File: src/rtl/exv_pkg.sv
package exv_pkg;
  typedef enum logic [1:0] {
    ST_IDLE = 2'd0,
    ST_HI   = 2'd1,
    ST_LO   = 2'd2
  } fetch_st_t;

  localparam int TRAP_BASE = 32;
  localparam int SPUR_VEC  = 24;
  localparam int USER_MIN  = 64;
endpackage

File: src/rtl/exv_vec_select.sv
module exv_vec_select
  import exv_pkg::*;
#(
  parameter int VEC_W  = 8,
  parameter int TRAP_W = 4
) (
  input  logic              req_irq,
  input  logic [TRAP_W-1:0] trap_num,
  input  logic [VEC_W-1:0]  irq_vec,
  input  logic              iack_berr,
  output logic [VEC_W-1:0]  vec_num,
  output logic              vec_low
);
  localparam logic [VEC_W-1:0] TRAP_OFS = VEC_W'(TRAP_BASE);
  localparam logic [VEC_W-1:0] SPUR     = VEC_W'(SPUR_VEC);
  localparam logic [VEC_W-1:0] UMIN     = VEC_W'(USER_MIN);

  always_comb begin
    vec_low = 1'b0;
    if (!req_irq) begin
      vec_num = TRAP_OFS + VEC_W'(trap_num);
    end else if (iack_berr) begin
      vec_num = SPUR;
    end else begin
      vec_num = irq_vec;
      vec_low = (irq_vec < UMIN);
    end
  end
endmodule

File: src/rtl/exv_fetch_fsm.sv
module exv_fetch_fsm
  import exv_pkg::*;
#(
  parameter int ADDR_W = 24,
  parameter int VEC_W  = 8,
  parameter int WORD_W = 16
) (
  input  logic                clk,
  input  logic                rst_n,
  input  logic                start,
  input  logic [VEC_W-1:0]    vec_num,
  input  logic                mem_ready,
  input  logic [WORD_W-1:0]   mem_rdata,
  output logic                mem_req,
  output logic [ADDR_W-1:0]   mem_addr,
  output logic                mem_sd,
  output logic [2*WORD_W-1:0] pc_out,
  output logic                done,
  output logic                busy
);
  localparam int PAD_W = ADDR_W - VEC_W - 2;

  fetch_st_t           st_q, st_d;
  logic [ADDR_W-1:0]   base_q;
  logic [WORD_W-1:0]   hi_q;
  logic [2*WORD_W-1:0] pc_q;
  logic                done_q, done_d;
  logic                hi_en, pc_en;

  always_comb begin
    st_d   = st_q;
    hi_en  = 1'b0;
    pc_en  = 1'b0;
    done_d = 1'b0;
    case (st_q)
      ST_IDLE: if (start) st_d = ST_HI;
      ST_HI: if (mem_ready) begin
        hi_en = 1'b1;
        st_d  = ST_LO;
      end
      ST_LO: if (mem_ready) begin
        pc_en  = 1'b1;
        done_d = 1'b1;
        st_d   = ST_IDLE;
      end
      default: st_d = ST_IDLE;
    endcase
  end

  always_ff @(posedge clk or negedge rst_n) begin
    if (!rst_n) begin
      st_q   <= ST_IDLE;
      done_q <= 1'b0;
    end else begin
      st_q   <= st_d;
      done_q <= done_d;
    end
  end

  always_ff @(posedge clk or negedge rst_n) begin
    if (!rst_n) begin
      base_q <= '0;
      hi_q   <= '0;
      pc_q   <= '0;
    end else begin
      if (start && st_q == ST_IDLE) base_q <= {{PAD_W{1'b0}}, vec_num, 2'b00};
      if (hi_en) hi_q <= mem_rdata;
      if (pc_en) pc_q <= {hi_q, mem_rdata};
    end
  end

  assign mem_req  = (st_q != ST_IDLE);
  assign mem_sd   = (st_q == ST_HI) || (st_q == ST_LO);
  assign mem_addr = {base_q[ADDR_W-1:2], st_q == ST_LO, 1'b0};
  assign pc_out   = pc_q;
  assign done     = done_q;
  assign busy     = (st_q != ST_IDLE);

  AST_HOLD_ADDR: assert property (@(posedge clk) disable iff (!rst_n)
    (mem_req && !mem_ready) |=> (mem_req && $stable(mem_addr)));
  AST_LOW_AFTER_HIGH: assert property (@(posedge clk) disable iff (!rst_n)
    (st_q == ST_HI && mem_ready) |=> (mem_req && mem_addr == $past(mem_addr) + ADDR_W'(2)));
  AST_DONE_PULSE: assert property (@(posedge clk) disable iff (!rst_n)
    done |=> !done);
  AST_PC_ONLY_ON_DONE: assert property (@(posedge clk) disable iff (!rst_n)
    1'b1 |=> ($stable(pc_out) || done));
  AST_SD_WITH_REQ: assert property (@(posedge clk) disable iff (!rst_n)
    mem_req |-> mem_sd);
endmodule

File: src/rtl/exc_vector_fetch.sv
module exc_vector_fetch
  import exv_pkg::*;
#(
  parameter int ADDR_W = 24,
  parameter int VEC_W  = 8,
  parameter int TRAP_W = 4,
  parameter int WORD_W = 16
) (
  input  logic                clk,
  input  logic                rst_n,
  input  logic                req_valid,
  input  logic                req_irq,
  input  logic [TRAP_W-1:0]   trap_num,
  input  logic [VEC_W-1:0]    irq_vec,
  input  logic                iack_berr,
  output logic                mem_req,
  output logic [ADDR_W-1:0]   mem_addr,
  output logic                mem_sd,
  input  logic                mem_ready,
  input  logic [WORD_W-1:0]   mem_rdata,
  output logic [2*WORD_W-1:0] pc_out,
  output logic                done,
  output logic                busy,
  output logic                vec_err
);
  logic [VEC_W-1:0] vec_num;
  logic             vec_low;
  logic             start;
  logic             vec_err_q;

  exv_vec_select #(.VEC_W(VEC_W), .TRAP_W(TRAP_W)) u_sel (
    .req_irq   (req_irq),
    .trap_num  (trap_num),
    .irq_vec   (irq_vec),
    .iack_berr (iack_berr),
    .vec_num   (vec_num),
    .vec_low   (vec_low)
  );

  assign start = req_valid && !busy;

  exv_fetch_fsm #(.ADDR_W(ADDR_W), .VEC_W(VEC_W), .WORD_W(WORD_W)) u_fsm (
    .clk       (clk),
    .rst_n     (rst_n),
    .start     (start),
    .vec_num   (vec_num),
    .mem_ready (mem_ready),
    .mem_rdata (mem_rdata),
    .mem_req   (mem_req),
    .mem_addr  (mem_addr),
    .mem_sd    (mem_sd),
    .pc_out    (pc_out),
    .done      (done),
    .busy      (busy)
  );

  always_ff @(posedge clk or negedge rst_n) begin
    if (!rst_n) vec_err_q <= 1'b0;
    else if (start) vec_err_q <= vec_low;
  end

  assign vec_err = vec_err_q;

  AST_START_BEGINS_READ: assert property (@(posedge clk) disable iff (!rst_n)
    start |=> (mem_req && mem_addr[1:0] == 2'b00));
  AST_BUSY_IGNORES_REQ: assert property (@(posedge clk) disable iff (!rst_n)
    (busy && req_valid) |=> $stable(vec_err));
endmodule

File: config.mk
export PLATFORM = sky130hd
export DESIGN_NAME = exc_vector_fetch
export DESIGN_NICKNAME = d
export VERILOG_FILES = /design/src/rtl/exv_pkg.sv /design/src/rtl/exv_vec_select.sv /design/src/rtl/exv_fetch_fsm.sv /design/src/rtl/exc_vector_fetch.sv
export SDC_FILE = /design/constraint.sdc
export NUM_CORES = 1
export LEC_CHECK = 0
export BUFFER_PORTS_ARGS = -buffer_cell sky130_fd_sc_hd__buf_2
export CAP_MARGIN = 20
export CORE_AREA = 10 10 97 82
export CTS_BUF_LIST = sky130_fd_sc_hd__clkbuf_8 sky130_fd_sc_hd__clkbuf_16
export DETAILED_ROUTE_END_ITERATION = 12
export DIE_AREA = 0 0 107 92
export PLACE_DENSITY = 0.7
export SLEW_MARGIN = 20
export SYNTH_ARGS = -nofsm -noshare
export SYNTH_HDL_FRONTEND = slang
export SYNTH_HIERARCHICAL = 1
export SYNTH_SLANG_ARGS = --single-unit
File: constraint.sdc
create_clock -name clk -period 1.5 [get_ports clk]
set_input_delay 0.15 -clock clk [delete_from_list [all_inputs] [get_ports clk]]
set_output_delay 0.15 -clock clk [all_outputs]
set_load 0.02 [all_outputs]
# == Yosys cells after proc, flatten, opt, wreduce, memory -nomap -nowiden ==
# Cells that the tools add are included.
# totals
ff_bits,60
latch_bits,0
mem_bits_rw,0
rom_bits,0
inputBits,34
output_inout_bits,61
n_memories,0
# classes
add_sub_neg,1
multipliers,0
div_mod_pow,0
n_lt_le_gt_ge,1
eq_ne,5
shift,0
muxes,11
bitwise,0
n_reduce_logical,7
# op_table
cell,n
8-bit two-way mux,2
8-bit by 7-bit less-than comparator with 1-bit output (second input constant),1
6-bit by 4-bit adder with 7-bit output (first input constant),1
2-bit two-way mux,3
2-bit one-hot mux with 3 select lines,1
1-bit two-way mux,5
2-bit by 1-bit inequality test with 1-bit output (second input constant),2
3-bit AND reduction,1
2-bit by 1-bit == test with 1-bit output (second input constant),1
2-bit == test (second input constant),1
1-bit logical AND,2
2-bit zero test,1
2-bit inequality test (second input constant),1
2-bit nonzero test,1
1-bit zero test,1
1-bit logical OR,1

# == Logic depth before layout (Yosys ltp) ==
# logic_depth
depth_word,5
depth_mapped,6

# == Cells and area by module ==
# Netlist, hierarchy kept.
# modules_own_cells
mod,instances,cells_per_inst,area_each_um2
exv_fetch_fsm,1,152,2402.3
exv_vec_select,1,15,98.8
exc_vector_fetch,1,3,53.8

# == Worst setup path before layout ==
# Ideal clock, no wire load.
# synth_path
path_kind,reg-to-reg
startpoint,reg u_fsm.st_q[0]
endpoint,reg u_fsm.base_q[2]
setup_time_ns,0.125
arrival_time_ns,1.506
slack_ns,-0.131
path_stages_with_launch,7
path_buffers,0
period_less_slack_ns,1.631
cell_sequence,dfrtp_1 > inv_1 > ha_1 > inv_1 > nor2b_4 > nand2_1 > mux2_2
# synth_via
elab_chain_len,4
word_cells_on_any_way,5
classes_between,reduce/logical (5)
# synth_lines
element,line,text
"start, declared",exv_fetch_fsm.sv:23,"fetch_st_t st_q, st_d;"
"start signal, assigned",exv_fetch_fsm.sv:55,st_q <= st_d;
2-bit nonzero test,exv_fetch_fsm.sv:77,assign busy = (st_q != ST_IDLE);
net busy,exc_vector_fetch.sv:23,"output logic busy,"
1-bit zero test,exc_vector_fetch.sv:40,assign start = req_valid && !busy;
1-bit logical AND,exc_vector_fetch.sv:40,
net start,exc_vector_fetch.sv:28,logic start;
1-bit logical AND,exv_fetch_fsm.sv:66,"if (start && st_q == ST_IDLE) base_q <= {{PAD_W{1'b0}}, vec_num, 2'b00};"
"end signal, assigned",exv_fetch_fsm.sv:66,
"end, declared",exv_fetch_fsm.sv:24,logic [ADDR_W-1:0] base_q;
# The timed path passes the listed nets, and every way through them passes these cells.
# A chain may end at the register's enable or synchronous reset.

# == Worst setup path in the final report ==
# layout_path
startpoint,reg u_fsm.st_q[0]
endpoint,reg u_fsm.base_q[5]
# layout_via
elab_chain_len,4
word_cells_on_any_way,5
classes_between,reduce/logical (5)
# layout_lines
element,line
2-bit nonzero test,exv_fetch_fsm.sv:77
1-bit zero test,exc_vector_fetch.sv:40
1-bit logical AND,exc_vector_fetch.sv:40
net start,exc_vector_fetch.sv:28
1-bit logical AND,exv_fetch_fsm.sv:66
# The timed path passes the listed nets, and every way through them passes these cells.

==> run_results.csv <==
group,metric,value,unit
routing,wire_per_inst,15.69,um
clock_tree,cts_sinks,60,
critical_path,max_stage_delay,0.39,ns
final_layout,multi_input_area,959.7,um2
logic_synthesis,syn_area_per_cell,15.03,um2
logic_synthesis,synth-seq-cells,60,
routing,drt-initial-drc-count,18,
critical_path,path_cells,"inv_2, ha_4, inv_2, nor2b_4, nand2_1, buf_12, mux2_2",
final_layout,syn2layout_area_growth,36.68,%
logic_synthesis,synthesis.area,2555,um2
clock_tree,clkLatencyLatePin,0.34,ns
logic_synthesis,yosysTopAreaCell,"dfrtp_1",
sta,fmax,0.6759,GHz
placed_design,dp_hpwl,4010,um
clock_tree,clk_pin_slew,0.07,ns
critical_path,crit_type,"reg2reg",
final_layout,antenna_cells,0,
clock_tree,clk_path_buf_depth,2,
logic_synthesis,synth_top_area_share,0.5877,
floorplan,rows,26,
sta,fin_crit,1.479,ns
final_layout,seq_area,1501,um2
routing,wl,5647,um
clock_tree,cts_max_level,3,
clock_tree,cts_tree,"built",
clock_tree,cts_buffers,9,
floorplan,die_h,92,um
routing,postRouteAntennaNets,0,
global_route,grt_usage,0.1130,
global_route,grt_pass1_wl,8790,um
global_route,antenna_found_initial,0,
global_route,grt_max_degree,61,
logic_synthesis,synthTopCellsByArea,"dfrtp_1 59%, mux2_2 26%, buf_4 4.7%",
routing,dr.pass1.iters,4,
power,vdd_drop_max,1.177,mV
critical_path,startpoint_type,"flip-flop",
final_layout,fin_util,0.5710,
routing,drc,0,
placed_design,gp_congestion,0.7893,
routing,drt-vias-per-instance,4.436,
power,powerDensity,2297,nW/um2
critical_path,crit_arrival,1.70,ns
global_route,grt_overflow,0,
sta,finalHoldViolCount,0,
placed_design,dp_slack,-0.01095,ns
final_layout,nets,310,
outcome,status,"complete, no violations",
critical_path,worst-path-max-fanout,8,
logic_synthesis,synthCells,170,
run,maxCapViolations,0,
logic_synthesis,ys_seq_area_frac,0.5877,
routing,vias,1597,
sta,drv_slew,0,
floorplan,start_util,0.4178,
placed_design,port-buffer-count,79,
power,p_leak,1.751,nW
hold_path,hold_path.class,"in2reg",
floorplan,fp.coreArea,6116,um2
floorplan,fp.dieW,107,um
final_layout,nFillCells,532,
sta,rsz0062_at_grt,"true",
critical_path,cpMaxStageDelayCell,"dfrtp_1",
final_layout,drive_gt1_frac,0.6558,
critical_path,worstSetupEndpointType,"flip-flop",
clock_tree,cts_root_buf,"clkbuf_8",
floorplan,io_pins,95,
global_route,grt_pass1_vias,1778,
sta,clock_skew,0.007871,ns
critical_path,cp_common_cell,"inv_2",
logic_synthesis,yosys_warnings,6,
floorplan,die_area,9844,um2
sta,final-setup-viol-count,0,
critical_path,required,1.72,ns
sta,setup_slack,0.02050,ns
logic_synthesis,ys_types,20,
sta,period_share,0.9863,
==> layout make-up <==
class | instances | share of cell area
repair buffers | 96 | 0.1870
flip-flops and latches | 60 | 0.4300
inverters | 6 | 0.006449
well taps | 84 | 0.03010
multi-input cells | 98 | 0.2748
clock buffers | 11 | 0.04335
clock inverters | 5 | 0.02831
==> worst paths after layout <==
path | startpoint | end | slack, ns | cells after the start
max reg2reg | u_fsm/st_q[0] | u_fsm/base_q[5] | 0.02 | 7
max | u_fsm/st_q[0] | u_fsm/base_q[5] | 0.02 | 7
max in group asynchronous | rst_n | u_fsm/hi_q[9] | 0.90 | 3
min in group asynchronous | rst_n | u_fsm/pc_out[5] | 0.35 | 3
min reg2reg | u_fsm/hi_q[4] | u_fsm/pc_out[20] | 0.50 | 1
min | mem_rdata[7] | u_fsm/pc_out[7] | 0.05 | 2
==> cell usage in the layout, fill, tap and decap left out, drive strengths merged, types with 2 or more instances in the layout <==
cell,n
and2,2
ha,5
mux2,59
inv,7
nand2,4
clkbuf,14
bufinv,3
nor2b,2
buf,92
nor2,3
conb,15
a22o,2
dfrtp,60
==> stage by stage <==
| stage | power [mW] | setup TNS, ns | std cells | hold slack [ns] | area (um2) |
|---|---|---|---|---|---|
| final | 8.022 | 0 | 360 | 0.05462 | 3492 |
| after global routing | 8.531 | -0.3171 | 360 | 0.03807 | 3492 |
| after CTS | 7.897 | 0 | 355 | 0.03715 | 3361 |
| after detailed placement | 6.032 | -0.04677 | 338 | 0.1825 | 3088 |
| after global placement | 5.914 | 0 | 338 | 0.1804 | 3088 |
| after floorplan | 4.875 | -0.3616 | 184 | -0.1456 | 2608 |
==> cells in the mapped netlist <==
cell type	n
dfrtp_1	60
mux2_2	58
buf_4	16
inv_1	6
ha_1	5
buf_6	4
nor2_1	3
a22o_2	2
and2_1	2
nand2_1	2
nand2_2	2
nor2b_4	2
conb_1	1
mux2_4	1
nand2b_1	1
nor3_1	1
o21ai_0	1
o22a_1	1
o22ai_1	1
o2bb2ai_1	1
==> kinds of logic after synthesis <==
group / count (synthesis) / share of synthesized area
multiplexers: 59 / 0.2615
adder cells (fa/ha/maj): 5 / 0.02449
other: 1 / 0.001468
AO/OA/AOI/OAI: 6 / 0.01910
buffers and inverters: 26 / 0.07346
AND/OR/NAND/NOR: 13 / 0.03232
flip-flops: 60 / 0.5877
==> state kept, by name, indices dropped and copies added (netlist names) <==
register and flops:
u_fsm/hi_q 16, u_fsm/st_q 2, u_fsm/done 1, u_fsm/pc_out 32, u_fsm/base_q 8, vec_err 1
==> worst max-delay path, delay by kind of cell, from the launching register on <==
family / cells / cell delay [ns]
AND/OR/NAND/NOR: 2 / 0.24
flip-flops: 1 / 0.39
multiplexers: 1 / 0.26
buffers and inverters: 3 / 0.32
adder cells (fa/ha/maj): 1 / 0.15
==> routing by layer <==
layer	track usage	share of wire	vias up
li1	-	-	755
met1	0.1162	0.40	779
met2	0.1810	0.49	54
met3	0.06853	0.092	9
met4	0.05180	0.020	0
met5	0	0	-
==> where the power goes <==
| part | total (mW) | switching (mW) | leakage, nW | internal (mW) |
|---|---|---|---|---|
| combinational | 3.45 | 1.77 | 0.896 | 1.68 |
| sequential | 2.78 | 0.359 | 0.724 | 2.42 |
| clock | 1.80 | 0.611 | 0.131 | 1.19 |
==> what timing repair did <==
| item | 4_1_cts | 5_1_grt |
|---|---|---|
| gates cloned | 0 | 3 |
| resized for setup | 4 | 9 |
| pin swaps | 1 | 2 |
| hold endpoints to repair | 60 | 0 |
| hold buffers | 1 | 0 |
| setup buffers | 0 | 2 |
| setup endpoints to repair | 12 | 36 |
(Power assumes the default switching activity.)
